<file path="src/rtl/stk_seq_pkg.sv">
package stk_seq_pkg;

    localparam int unsigned AW     = 16;
    localparam int unsigned DW     = 8;
    localparam int unsigned CYC_W  = 4;
    localparam int unsigned NUM_OP = 10;

    localparam logic [AW-1:0] STACK_PAGE = 16'h0100;
    localparam logic [AW-1:0] VEC_NMI    = 16'hFFFA;
    localparam logic [AW-1:0] VEC_RST    = 16'hFFFC;
    localparam logic [AW-1:0] VEC_BRK    = 16'hFFFE;

    localparam logic [DW-1:0] ST_BRKBIT  = 8'h10;
    localparam logic [DW-1:0] ST_ONEBIT  = 8'h20;
    localparam logic [DW-1:0] ST_MASKBIT = 8'h04;

    typedef enum logic [3:0] {
        CMD_RESET = 4'd0,
        CMD_NMI   = 4'd1,
        CMD_BRK   = 4'd2,
        CMD_RTI   = 4'd3,
        CMD_CALL  = 4'd4,
        CMD_RET   = 4'd5,
        CMD_PSHA  = 4'd6,
        CMD_PULA  = 4'd7,
        CMD_PSHS  = 4'd8,
        CMD_PULS  = 4'd9
    } cmd_e;

    typedef enum logic [1:0] {U_IDLE, U_PUSH, U_PULL, U_VEC} ukind_e;
    typedef enum logic [1:0] {B_LO, B_HI, B_ST, B_AC} usel_e;

    typedef struct packed {
        ukind_e kind;
        usel_e  sel;
    } uop_t;

    function automatic logic cmd_ok(input logic [3:0] c);
        return int'(c) < NUM_OP;
    endfunction

    function automatic logic [CYC_W-1:0] op_cost(input cmd_e op);
        unique case (op)
            CMD_RESET, CMD_NMI, CMD_BRK: return 4'd7;
            CMD_RTI, CMD_CALL, CMD_RET:  return 4'd6;
            CMD_PSHA, CMD_PSHS:          return 4'd3;
            default:                     return 4'd4;
        endcase
    endfunction

    function automatic logic [AW-1:0] vec_base(input cmd_e op);
        unique case (op)
            CMD_NMI: return VEC_NMI;
            CMD_BRK: return VEC_BRK;
            default: return VEC_RST;
        endcase
    endfunction

    // Micro-operation issued in a given step of a given command.
    function automatic uop_t op_uop(input cmd_e op, input logic [CYC_W-1:0] st);
        uop_t u;
        u = '{kind: U_IDLE, sel: B_LO};
        unique case (op)
            CMD_RESET: begin
                if (st == 4'd0) u = '{kind: U_VEC, sel: B_LO};
                if (st == 4'd1) u = '{kind: U_VEC, sel: B_HI};
            end
            CMD_NMI, CMD_BRK: begin
                if (st == 4'd0) u = '{kind: U_PUSH, sel: B_HI};
                if (st == 4'd1) u = '{kind: U_PUSH, sel: B_LO};
                if (st == 4'd2) u = '{kind: U_PUSH, sel: B_ST};
                if (st == 4'd3) u = '{kind: U_VEC,  sel: B_LO};
                if (st == 4'd4) u = '{kind: U_VEC,  sel: B_HI};
            end
            CMD_RTI: begin
                if (st == 4'd0) u = '{kind: U_PULL, sel: B_ST};
                if (st == 4'd1) u = '{kind: U_PULL, sel: B_LO};
                if (st == 4'd2) u = '{kind: U_PULL, sel: B_HI};
            end
            CMD_CALL: begin
                if (st == 4'd0) u = '{kind: U_PUSH, sel: B_HI};
                if (st == 4'd1) u = '{kind: U_PUSH, sel: B_LO};
            end
            CMD_RET: begin
                if (st == 4'd0) u = '{kind: U_PULL, sel: B_LO};
                if (st == 4'd1) u = '{kind: U_PULL, sel: B_HI};
            end
            CMD_PSHA: if (st == 4'd0) u = '{kind: U_PUSH, sel: B_AC};
            CMD_PULA: if (st == 4'd0) u = '{kind: U_PULL, sel: B_AC};
            CMD_PSHS: if (st == 4'd0) u = '{kind: U_PUSH, sel: B_ST};
            default:  if (st == 4'd0) u = '{kind: U_PULL, sel: B_ST};
        endcase
        return u;
    endfunction

endpackage

</file>
<file path="src/rtl/stk_seq_ctrl.sv">
module stk_seq_ctrl
    import stk_seq_pkg::*;
(
    input  logic             clk,
    input  logic             rst,
    input  logic             cmd_valid,
    input  logic [3:0]       cmd_op,
    output logic             busy,
    output logic             done,
    output logic             accept,
    output cmd_e             op_q,
    output uop_t             uop,
    output logic [CYC_W-1:0] cyc_q
);
    logic [CYC_W-1:0] step_q;
    logic [CYC_W-1:0] last;

    // foreign commands are only taken while idle and with a known code
    assign accept = cmd_valid && !busy && cmd_ok(cmd_op);
    assign last   = op_cost(op_q) - {{(CYC_W-1){1'b0}}, 1'b1};
    assign done   = busy && (step_q == last);
    assign uop    = busy ? op_uop(op_q, step_q) : '{kind: U_IDLE, sel: B_LO};

    always_ff @(posedge clk) begin
        if (rst) begin
            busy   <= 1'b0;
            step_q <= '0;
            op_q   <= CMD_RESET;
            cyc_q  <= '0;
        end else if (accept) begin
            busy   <= 1'b1;
            step_q <= '0;
            op_q   <= cmd_e'(cmd_op);
            cyc_q  <= op_cost(cmd_e'(cmd_op));
        end else if (busy) begin
            if (step_q == last) busy <= 1'b0;
            else                step_q <= step_q + 1'b1;
        end
    end
endmodule

</file>
<file path="src/rtl/stk_seq_sp.sv">
module stk_seq_sp
    import stk_seq_pkg::*;
(
    input  logic          clk,
    input  logic          rst,
    input  logic          load_top,
    input  logic          push,
    input  logic          pull,
    output logic [DW-1:0] sp,
    output logic [DW-1:0] sp_up
);
    localparam logic [DW-1:0] SP_TOP = '1;

    assign sp_up = sp + 1'b1;

    always_ff @(posedge clk) begin
        if (rst || load_top) sp <= SP_TOP;
        else if (push)       sp <= sp - 1'b1;
        else if (pull)       sp <= sp_up;
    end
endmodule

</file>
<file path="src/rtl/stk_seq_dp.sv">
module stk_seq_dp
    import stk_seq_pkg::*;
(
    input  logic          clk,
    input  logic          rst,
    input  logic          accept,
    input  cmd_e          cmd_new,
    input  logic [AW-1:0] pc_in,
    input  logic [AW-1:0] tgt_in,
    input  logic [DW-1:0] status_in,
    input  logic [DW-1:0] acc_in,
    input  cmd_e          op_q,
    input  uop_t          uop,
    input  logic [DW-1:0] sp,
    input  logic [DW-1:0] sp_up,
    input  logic [DW-1:0] mem_rdata,
    output logic [AW-1:0] mem_addr,
    output logic          mem_rd,
    output logic          mem_wr,
    output logic [DW-1:0] mem_wdata,
    output logic [AW-1:0] pc_out,
    output logic [DW-1:0] status_out,
    output logic [DW-1:0] acc_out
);
    logic [AW-1:0] ret_q;
    logic [DW-1:0] pst_q;
    logic [DW-1:0] acc_q;

    // Operands captured when a command is taken
    always_ff @(posedge clk) begin
        if (rst) begin
            ret_q <= '0;
            pst_q <= '0;
            acc_q <= '0;
        end else if (accept) begin
            unique case (cmd_new)
                CMD_BRK:  ret_q <= pc_in + 1'b1;
                CMD_CALL: ret_q <= pc_in - 1'b1;
                default:  ret_q <= pc_in;
            endcase
            pst_q <= (cmd_new == CMD_BRK || cmd_new == CMD_PSHS)
                   ? (status_in | ST_BRKBIT | ST_ONEBIT) : status_in;
            acc_q <= acc_in;
        end
    end

    // Memory port, one access per step
    always_comb begin
        mem_rd    = 1'b0;
        mem_wr    = 1'b0;
        mem_addr  = '0;
        mem_wdata = '0;
        unique case (uop.kind)
            U_PUSH: begin
                mem_wr   = 1'b1;
                mem_addr = STACK_PAGE | {{(AW-DW){1'b0}}, sp};
                unique case (uop.sel)
                    B_HI:    mem_wdata = ret_q[AW-1:DW];
                    B_LO:    mem_wdata = ret_q[DW-1:0];
                    B_ST:    mem_wdata = pst_q;
                    default: mem_wdata = acc_q;
                endcase
            end
            U_PULL: begin
                mem_rd   = 1'b1;
                mem_addr = STACK_PAGE | {{(AW-DW){1'b0}}, sp_up};
            end
            U_VEC: begin
                mem_rd   = 1'b1;
                mem_addr = vec_base(op_q) | {{(AW-1){1'b0}}, (uop.sel == B_HI)};
            end
            default: ;
        endcase
    end

    // Results
    always_ff @(posedge clk) begin
        if (rst) begin
            pc_out     <= '0;
            status_out <= '0;
            acc_out    <= '0;
        end else begin
            if (accept) begin
                unique case (cmd_new)
                    CMD_RESET: begin
                        status_out <= '0;
                        acc_out    <= '0;
                    end
                    CMD_NMI:  status_out <= status_in | ST_MASKBIT;
                    CMD_CALL: pc_out     <= tgt_in;
                    default: ;
                endcase
            end
            if (mem_rd) begin
                unique case (uop.sel)
                    B_LO: pc_out[DW-1:0] <= mem_rdata;
                    B_HI: begin
                        if (op_q == CMD_RET) pc_out <= {mem_rdata, pc_out[DW-1:0]} + 1'b1;
                        else                 pc_out[AW-1:DW] <= mem_rdata;
                    end
                    B_ST: status_out <= (op_q == CMD_RTI)
                                      ? (mem_rdata | ST_ONEBIT)
                                      : ((mem_rdata & ~ST_BRKBIT) | ST_ONEBIT);
                    default: acc_out <= mem_rdata;
                endcase
            end
        end
    end
endmodule

</file>
<file path="src/rtl/stk_irq_seq.sv">
module stk_irq_seq
    import stk_seq_pkg::*;
(
    input  logic        clk,
    input  logic        rst,
    input  logic        cmd_valid,
    input  logic [3:0]  cmd_op,
    input  logic [15:0] pc_in,
    input  logic [15:0] tgt_in,
    input  logic [7:0]  status_in,
    input  logic [7:0]  acc_in,
    output logic [15:0] mem_addr,
    output logic        mem_rd,
    output logic        mem_wr,
    output logic [7:0]  mem_wdata,
    input  logic [7:0]  mem_rdata,
    output logic        busy,
    output logic        done,
    output logic [3:0]  cycles_out,
    output logic [15:0] pc_out,
    output logic [7:0]  status_out,
    output logic [7:0]  acc_out,
    output logic [7:0]  sp_out
);
    logic          accept;
    cmd_e          op_q;
    uop_t          uop;
    logic [DW-1:0] sp_up;

    stk_seq_ctrl u_ctrl (
        .clk       (clk),
        .rst       (rst),
        .cmd_valid (cmd_valid),
        .cmd_op    (cmd_op),
        .busy      (busy),
        .done      (done),
        .accept    (accept),
        .op_q      (op_q),
        .uop       (uop),
        .cyc_q     (cycles_out)
    );

    stk_seq_sp u_sp (
        .clk      (clk),
        .rst      (rst),
        .load_top (accept && (cmd_op == CMD_RESET)),
        .push     (uop.kind == U_PUSH),
        .pull     (uop.kind == U_PULL),
        .sp       (sp_out),
        .sp_up    (sp_up)
    );

    stk_seq_dp u_dp (
        .clk        (clk),
        .rst        (rst),
        .accept     (accept),
        .cmd_new    (cmd_e'(cmd_op)),
        .pc_in      (pc_in),
        .tgt_in     (tgt_in),
        .status_in  (status_in),
        .acc_in     (acc_in),
        .op_q       (op_q),
        .uop        (uop),
        .sp         (sp_out),
        .sp_up      (sp_up),
        .mem_rdata  (mem_rdata),
        .mem_addr   (mem_addr),
        .mem_rd     (mem_rd),
        .mem_wr     (mem_wr),
        .mem_wdata  (mem_wdata),
        .pc_out     (pc_out),
        .status_out (status_out),
        .acc_out    (acc_out)
    );
endmodule

</file>
<file path="config.mk">
export PLATFORM = sky130hd
export DESIGN_NAME = stk_irq_seq
export DESIGN_NICKNAME = d
export VERILOG_FILES = /design/src/rtl/stk_seq_pkg.sv /design/src/rtl/stk_seq_ctrl.sv /design/src/rtl/stk_seq_sp.sv /design/src/rtl/stk_seq_dp.sv /design/src/rtl/stk_irq_seq.sv
export SDC_FILE = /design/constraint.sdc
export NUM_CORES = 1
export LEC_CHECK = 0
export ABC_CLOCK_PERIOD_IN_PS = 8200
export BUFFER_PORTS_ARGS = -buffer_cell sky130_fd_sc_hd__clkbuf_2
export CAP_MARGIN = 20
export CORE_ASPECT_RATIO = 1.25
export CORE_UTILIZATION = 50
export DETAILED_ROUTE_END_ITERATION = 8
export HOLD_SLACK_MARGIN = 0.06
export MAX_ROUTING_LAYER = met4
export PLACE_DENSITY = 0.8
export SYNTH_ARGS = -nofsm -noshare
export SYNTH_HDL_FRONTEND = slang
export SYNTH_SLANG_ARGS = --single-unit
export TNS_END_PERCENT = 100
</file>
<file path="constraint.sdc">
create_clock -name clk -period 8.2 [get_ports clk]
set_clock_uncertainty 0.2 [all_clocks]
set_input_delay 1.23 -clock clk [delete_from_list [all_inputs] [get_ports clk]]
set_output_delay 1.23 -clock clk [all_outputs]
set_load 0.005 [all_outputs]
</file>
==> run metrics, run 1 <==
result of the run complete, no violations; category of the worst setup path launch point flip-flop; clock transition time at the flip-flop clock pins of the worst setup and hold paths 0.07 ns; CTS buffer count 9; worst slew slack as a fraction of its limit between 20 and 25%; Power Dens Cells ~190 nW/um2; final instance area roughly 7000 um2; Core Rows 44; Post-Place Cell Area 6630 um2; vias post-DR 5934; worst path buffer plus inverter count 3; max-slew violation count 0; GRT Total Usage a little over a quarter; area inside the core boundary 11700 um2; router iterations before antenna repair 4; mean instance size in the synthesized netlist approximately 7.7 um2; startpoint-to-endpoint class of the critical path reg -> out; cell count after synthesis 781; transition time of the tightest slew-check pin 1.13 ns; proportion of netlist area held by the largest area contributor 29.1%; wire length of the first global-routing pass 26100 um; Layout area overhead 16.1%; Mapped Nets 872; Worst path top cell family by delay adder cells; floorplan die width 99.9 um; Critical Path Max Stage Delay 0.90 ns; # H-tree levels 3; number of diodes 0; maximum clock frequency 0.188 GHz; cell type of the slowest stage on the worst timing path sky130_fd_sc_hd__ha_1; global route total overflow 0; Async SR Flop Fraction 0%; number of library cell types mapped by synthesis between 60 and 70; die extent in y 124 um; WP data arrival 3.88 ns; number of max-cap violations 0; clock tree from TritonCTS yes; # clock sinks slightly below 90; number of global-route vias before repair 5323; drt via density between 5 and 6; CP Max Fanout 29; DPL Wire Length 11500 um; clock latency reported for the late side of the worst-skew pair 0.34 ns; mapped cell area 5990 um2; detailed-route wire length 15900 um; starting DRC count in detailed routing 241; Post-synth EDFFs 0; DRC violation count after routing 0; Tcrit/Tclk final about two thirds; path category of the worst min-delay check reg -> reg; overall power 1.31 mW; Final Worst Setup Slack 2.89 ns; Critical Path, Cell by Cell inv_1 -> ha_1 -> mux2i_1 -> or2_0 -> nor3_1 -> o21ai_0 -> a21oi_1 -> o41a_1 -> inv_1 -> ha_1 -> o21ai_0 -> a21oi_1 -> clkbuf_2; pin count of the biggest net entering global routing 81; io pins between 100 and 150; sort of element at the end of the critical path primary output; count of nets left with antenna violations after detail routing 0; share of synthesized area occupied by flip-flops and latches 29.1%; setup_tns 0 ns; clock tree root buffer cell sky130_fd_sc_hd__clkbuf_16; count of nets after finishing 962; post-CTS setup repair buffer count 0; Synth warnings 0; starting density of the core between 50% and 60%; proportion of layout cells with a drive suffix above 1 20.9%; top cells by area in the synthesized netlist sky130_fd_sc_hd__dfxtp_1, sky130_fd_sc_hd__nand2_1, sky130_fd_sc_hd__ha_1; Final Hold Vio Count 0; required arrival time at the worst endpoint 6.77 ns; antenna violations before repair 0; mean routed wirelength per cell 15.4 um; cts repair resizes 0; top_reg_cell synth sky130_fd_sc_hd__dfxtp_1; Min Clock Period, post-route 5.31 ns; Max rail drop VDD 0.000110 V; Clock Path Buffers 2; Place WS 3.33 ns; number of synthesized register bits 87; unrepaired setup endpoints after global routing false; Final GP Congestion 0.911; count of hold buffers inserted by post-cts repair 0; post-synthesis cell type with the largest combined area sky130_fd_sc_hd__dfxtp_1; Die ar. 12400 um2; PortBufs around 130; setup violation total in the final timing report 0; static leakage 2.99 nW
-- layer usage --
| layer | up-vias | wire length, um | part of all wire, % | track usage (%) |
|---|---|---|---|---|
| li1 | 2956 | - | - | - |
| met1 | 2753 | 6840 | 43 | 33.1 |
| met2 | 201 | 8000 | 50 | 44.5 |
| met3 | 24 | 805 | 5.1 | 3.65 |
| met4 | 0 | 283 | 1.8 | 8.74 |
| met5 | - | 0 | 0 | - |
-- per-stage QoR --
stage,util (%),hold slack (ns),std cells
2_1_floorplan,-,0.229,781
3_3_place_gp,56.8,0.242,1020
3_5_place_dp,56.8,0.248,1020
4_1_cts,59.5,0.258,1036
5_1_grt,59.6,0.278,1037
6_report,59.6,0.255,1037
-- layout make-up --
| type | instances | area (um2) |
|---|---|---|
| multi-input cells | 609 | 3880 |
| repair buffers | 141 | 726 |
| flip-flops and latches | 87 | 1740 |
| inverters | 23 | 88.8 |
| fillers | 1106 | 4720 |
| well taps | 161 | 201 |
| clock buffers | 11 | 253 |
| clock inverters | 5 | 62.6 |
-- placed cells by master, fill, tap and decap left out, types with 5 or more instances in the layout --
master,count
sky130_fd_sc_hd__nand2_1,102
sky130_fd_sc_hd__dfxtp_1,87
sky130_fd_sc_hd__and3_1,11
sky130_fd_sc_hd__nor3_1,27
sky130_fd_sc_hd__xor2_1,15
sky130_fd_sc_hd__a31oi_1,11
sky130_fd_sc_hd__clkbuf_2,133
sky130_fd_sc_hd__o21ai_0,26
sky130_fd_sc_hd__o22ai_1,6
sky130_fd_sc_hd__nand4_1,5
sky130_fd_sc_hd__clkbuf_16,9
sky130_fd_sc_hd__a21o_1,7
sky130_fd_sc_hd__nor2_1,61
sky130_fd_sc_hd__buf_4,8
sky130_fd_sc_hd__mux2_2,8
sky130_fd_sc_hd__mux4_2,8
sky130_fd_sc_hd__nand3b_1,6
sky130_fd_sc_hd__o21ai_1,20
sky130_fd_sc_hd__a21oi_1,59
sky130_fd_sc_hd__nand3_1,38
sky130_fd_sc_hd__inv_1,20
sky130_fd_sc_hd__mux2i_1,15
sky130_fd_sc_hd__ha_1,27
sky130_fd_sc_hd__and2_1,12
sky130_fd_sc_hd__a211oi_1,39
sky130_fd_sc_hd__nand2b_1,11
sky130_fd_sc_hd__nor2b_1,15
sky130_fd_sc_hd__xnor2_1,22
-- cells in the mapped netlist, types with 6 or more instances --
library cell               count
sky130_fd_sc_hd__nor2b_1      15
sky130_fd_sc_hd__a21oi_1      59
sky130_fd_sc_hd__nand2_1     102
sky130_fd_sc_hd__clkbuf_1     43
sky130_fd_sc_hd__xnor2_1      22
sky130_fd_sc_hd__a21o_1        7
sky130_fd_sc_hd__nand3b_1      6
sky130_fd_sc_hd__o22ai_1       6
sky130_fd_sc_hd__inv_1        20
sky130_fd_sc_hd__dfxtp_1      87
sky130_fd_sc_hd__mux2i_1      15
sky130_fd_sc_hd__a31oi_1      11
sky130_fd_sc_hd__nand2b_1     11
sky130_fd_sc_hd__nand3_1      38
sky130_fd_sc_hd__mux2_2        8
sky130_fd_sc_hd__nor2_1       62
sky130_fd_sc_hd__o21ai_1      20
sky130_fd_sc_hd__a211oi_1     39
sky130_fd_sc_hd__mux4_2        8
sky130_fd_sc_hd__xor2_1       15
sky130_fd_sc_hd__o21ai_0      26
sky130_fd_sc_hd__and3_1       11
sky130_fd_sc_hd__and2_1       12
sky130_fd_sc_hd__ha_1         27
sky130_fd_sc_hd__nor3_1       27
sky130_fd_sc_hd__buf_4        10
-- path summary, 6_finish.rpt --
check / from / end / slack, ns / depth (start not counted)
worst min-delay path: u_dp.acc_q[1] / u_dp.acc_q[1] / 0.25 / 2
worst max register to register: u_ctrl.step_q[0] / u_sp.sp[5] / 4.13 / 15
worst max-delay path: u_ctrl.step_q[0] / mem_addr[4] / 2.89 / 13
worst min register to register: u_dp.acc_q[1] / u_dp.acc_q[1] / 0.25 / 2
-- state kept, by name, indices dropped and copies added, names as in the netlist, named ones only --
name / count
u_sp.sp: 8
u_dp.acc_q: 8
u_ctrl.step_q: 4
u_dp.status_out: 8
u_dp.ret_q: 16
u_dp.pc_out: 16
u_ctrl.busy: 1
u_ctrl.op_q: 4
u_dp.acc_out: 8
u_ctrl.cyc_q: 3
u_dp.pst_q: 8
-- cells by family after synthesis --
group | after synthesis | synth area share (%)
simple gates | 316 | 25.8
buf+inv | 85 | 6.20
compound gates | 196 | 20.5
fa+ha+maj | 28 | 5.97
flops | 87 | 29.1
mux | 31 | 7.01
xor+xnor | 37 | 5.41
other cells | 1 | 0.0626
-- power by group --
part	switching (mW)	internal, mW	total [mW]
registers	0.0542	0.460	0.515
logic	0.194	0.164	0.358
clock network	0.181	0.255	0.436
-- worst register-to-register path, cell delays in order, from the launching register on --
cell	delay, ns
sky130_fd_sc_hd__dfxtp_1	0.42
sky130_fd_sc_hd__inv_1	0.12
sky130_fd_sc_hd__ha_1	0.26
sky130_fd_sc_hd__mux2i_1	0.20
sky130_fd_sc_hd__or2_0	0.16
sky130_fd_sc_hd__nor3_1	0.05
sky130_fd_sc_hd__o21ai_0	0.17
sky130_fd_sc_hd__a21oi_1	0.08
sky130_fd_sc_hd__o41a_1	0.51
sky130_fd_sc_hd__inv_1	0.10
sky130_fd_sc_hd__ha_1	0.90
sky130_fd_sc_hd__nand2_1	0.17
sky130_fd_sc_hd__nor3_1	0.18
sky130_fd_sc_hd__a31oi_1	0.07
sky130_fd_sc_hd__or3_1	0.33
sky130_fd_sc_hd__nand3_1	0.08
No activity file was read; power rests on OpenSTA's default activity.
==> run 2, diff against run 1 <==
--- a/config.mk
+++ b/config.mk
@@ -5,7 +5,7 @@
 export SDC_FILE = /design/constraint.sdc
 export NUM_CORES = 1
 export LEC_CHECK = 0
-export ABC_CLOCK_PERIOD_IN_PS = 8200
+export ABC_CLOCK_PERIOD_IN_PS = 5450
 export BUFFER_PORTS_ARGS = -buffer_cell sky130_fd_sc_hd__clkbuf_2
 export CAP_MARGIN = 20
 export CORE_ASPECT_RATIO = 1.25
==> constraint.sdc (replaced) <==
create_clock -name clk -period 5.45 [get_ports clk]
set_clock_uncertainty 0.2 [all_clocks]
set_input_delay 0.8175 -clock clk [delete_from_list [all_inputs] [get_ports clk]]
set_output_delay 0.8175 -clock clk [all_outputs]
set_load 0.005 [all_outputs]
==> run 2 against run 1 <==
Register-to-register slack worse by 2.6 ns. Sequential cell count did not move. Final area down 0.14%. Sequential power increased by 50%. Die area stayed put. Worst setup slack worse by 2.1 ns. Global-route usage grew 0.53 points. Combinational power is 51% higher. Non-clock buffer count increased by 1.
==> run metrics, run 2 (synthesis gave the netlist of run 1 again) <==
DPL Wire Length 12000 um; most common library cell in the layout ignoring fill and taps sky130_fd_sc_hd__clkbuf_2; Power Dens Cells 280 nW/um2; proportion of layout cells with a drive suffix above 1 20.9%; transition time of the tightest slew-check pin 0.981 ns; Core Rows 44; count of nets after finishing 963; number of max-cap violations 0; wire length of the first global-routing pass 26500 um; met3 routing resource usage after global routing 3.70%; Tcrit/Tclk final a little over four fifths; Worst path top cell family by delay adder cells; met1 track utilization from global routing 32.4%; starting DRC count in detailed routing 301; clock transition time at the flip-flop clock pins of the worst setup and hold paths 0.07 ns; clock tree root buffer cell sky130_fd_sc_hd__clkbuf_16; Critical Path, Cell by Cell inv_1 -> ha_1 -> mux2i_1 -> or2_0 -> nor3_1 -> o21ai_0 -> a21oi_1 -> o41a_1 -> inv_1 -> ha_1 -> buf_4 -> and2_1 -> clkbuf_2; mean routed wirelength per cell approximately 16 um; cts repair resizes 0; Max rail drop VDD 0.000175 V; io pins about 140; die extent in y 124 um; global route total overflow 0; Clock Path Buffers 2; path category of the worst min-delay check reg -> reg; result of the run complete, no violations; Final Hold Vio Count 0; starting density of the core between 50% and 60%; number of global-route vias before repair 5416; Place WS 1.27 ns; unrepaired setup endpoints after global routing false; pin count of the biggest net entering global routing 44; CTS buffer count 9; # clock sinks 87; cell type of the slowest stage on the worst timing path sky130_fd_sc_hd__ha_1; router iterations before antenna repair 5; area inside the core boundary 11700 um2; DRC violation count after routing 0; clock tree from TritonCTS yes; count of hold buffers inserted by post-cts repair 0; post-CTS setup repair buffer count 0; sort of element at the end of the critical path primary output; category of the worst setup path launch point flip-flop; met2 capacity usage during global routing 46.5%; worst slew slack as a fraction of its limit between 30 and 40%; max-slew violation count 0; Die ar. between 10000 and 15000 um2; commonest cells after routing, fill and taps aside sky130_fd_sc_hd__clkbuf_2, sky130_fd_sc_hd__nand2_1, sky130_fd_sc_hd__dfxtp_1; PortBufs 133; setup violation total in the final timing report 0; static leakage 2.99 nW; WP data arrival 3.61 ns; CP Max Fanout 22; setup_tns 0 ns; # H-tree levels 3; required arrival time at the worst endpoint 4.43 ns; registers with the highest flip-flop counts u_dp.pc_out x16, u_dp.ret_q x16; Final GP Congestion between 0.9 and 1; worst path buffer plus inverter count 4; count of nets left with antenna violations after detail routing 0; clock latency reported for the late side of the worst-skew pair 0.34 ns; Final Worst Setup Slack 0.822 ns; maximum clock frequency between 0.2 and 0.25 GHz; startpoint-to-endpoint class of the critical path reg -> out; vias post-DR 5977; floorplan die width roughly 100 um; GRT Total Usage 27.3%; Min Clock Period, post-route 4.63 ns; number of diodes 0; most utilized layer in the global route result met2; drt via density 5.76; Layout area overhead 15.9%; detailed-route wire length about 16000 um; antenna violations before repair 0; Critical Path Max Stage Delay 0.66 ns
[run 2: cell types whose count changed in the layout (fill, tap and decap cells not counted), sizes merged]
| cell | change |
|---|---|
| clkbuf | -1 |
| clkinv | +2 |
| clkinvlp | -1 |
| buf | +1 |
[run 2: per-layer routing]
metal / part of all wire, % / vias up
li1: - / 2973
met1: 42 / 2771
met2: 51 / 208
met3: 5.1 / 25
met4: 2.0 / 0
met5: 0 / -
[run 2: layout make-up]
cell class,count,area (um2)
fillers,1123,4730
multi-input cells,609,3880
flip-flops and latches,87,1740
repair buffers,142,733
clock buffers,10,229
well taps,161,201
inverters,23,88.8
clock inverters,6,68.8
[run 2: path summary, 6_finish.rpt]
path	start	endpoint	slack, ns	cells past startpoint
min	u_dp.acc_q[6]	u_dp.acc_q[6]	0.26	2
min reg2reg	u_dp.acc_q[6]	u_dp.acc_q[6]	0.26	2
max	u_ctrl.step_q[0]	mem_wdata[7]	0.82	13
max reg2reg	u_ctrl.step_q[1]	u_dp.status_out[4]	1.50	15
[run 2: worst register-to-register path, delay by kind of cell, from the launching register on]
kind | cells | cell delay (ns)
DFF | 1 | 0.44
AOI/OAI and AO/OA | 3 | 0.42
buffers and inverters | 2 | 0.17
muxes | 1 | 0.12
adders and majority gates | 2 | 0.67
and+or+nand+nor | 7 | 1.88
[run 2: metrics by stage]
| stage | cell area (um2) | utilization [%] | power [mW] | hold slack (ns) | cells |
|---|---|---|---|---|---|
| after CTS | 6940 | 59.4 | 1.95 | 0.257 | 1037 |
| after global routing | 6950 | 59.5 | 2.05 | 0.272 | 1038 |
| final | 6950 | 59.5 | 1.95 | 0.258 | 1038 |
| after global placement | 6640 | 56.9 | 1.31 | 0.242 | 1021 |
| after detailed placement | 6640 | 56.9 | 1.32 | 0.248 | 1021 |
| after floorplan | 5990 | - | 1.16 | 0.229 | 781 |
[run 2: power by group]
| part | switching, mW | total, mW | internal [mW] |
|---|---|---|---|
| combinational | 0.294 | 0.541 | 0.247 |
| sequential | 0.0823 | 0.775 | 0.693 |
| clock | 0.273 | 0.632 | 0.359 |
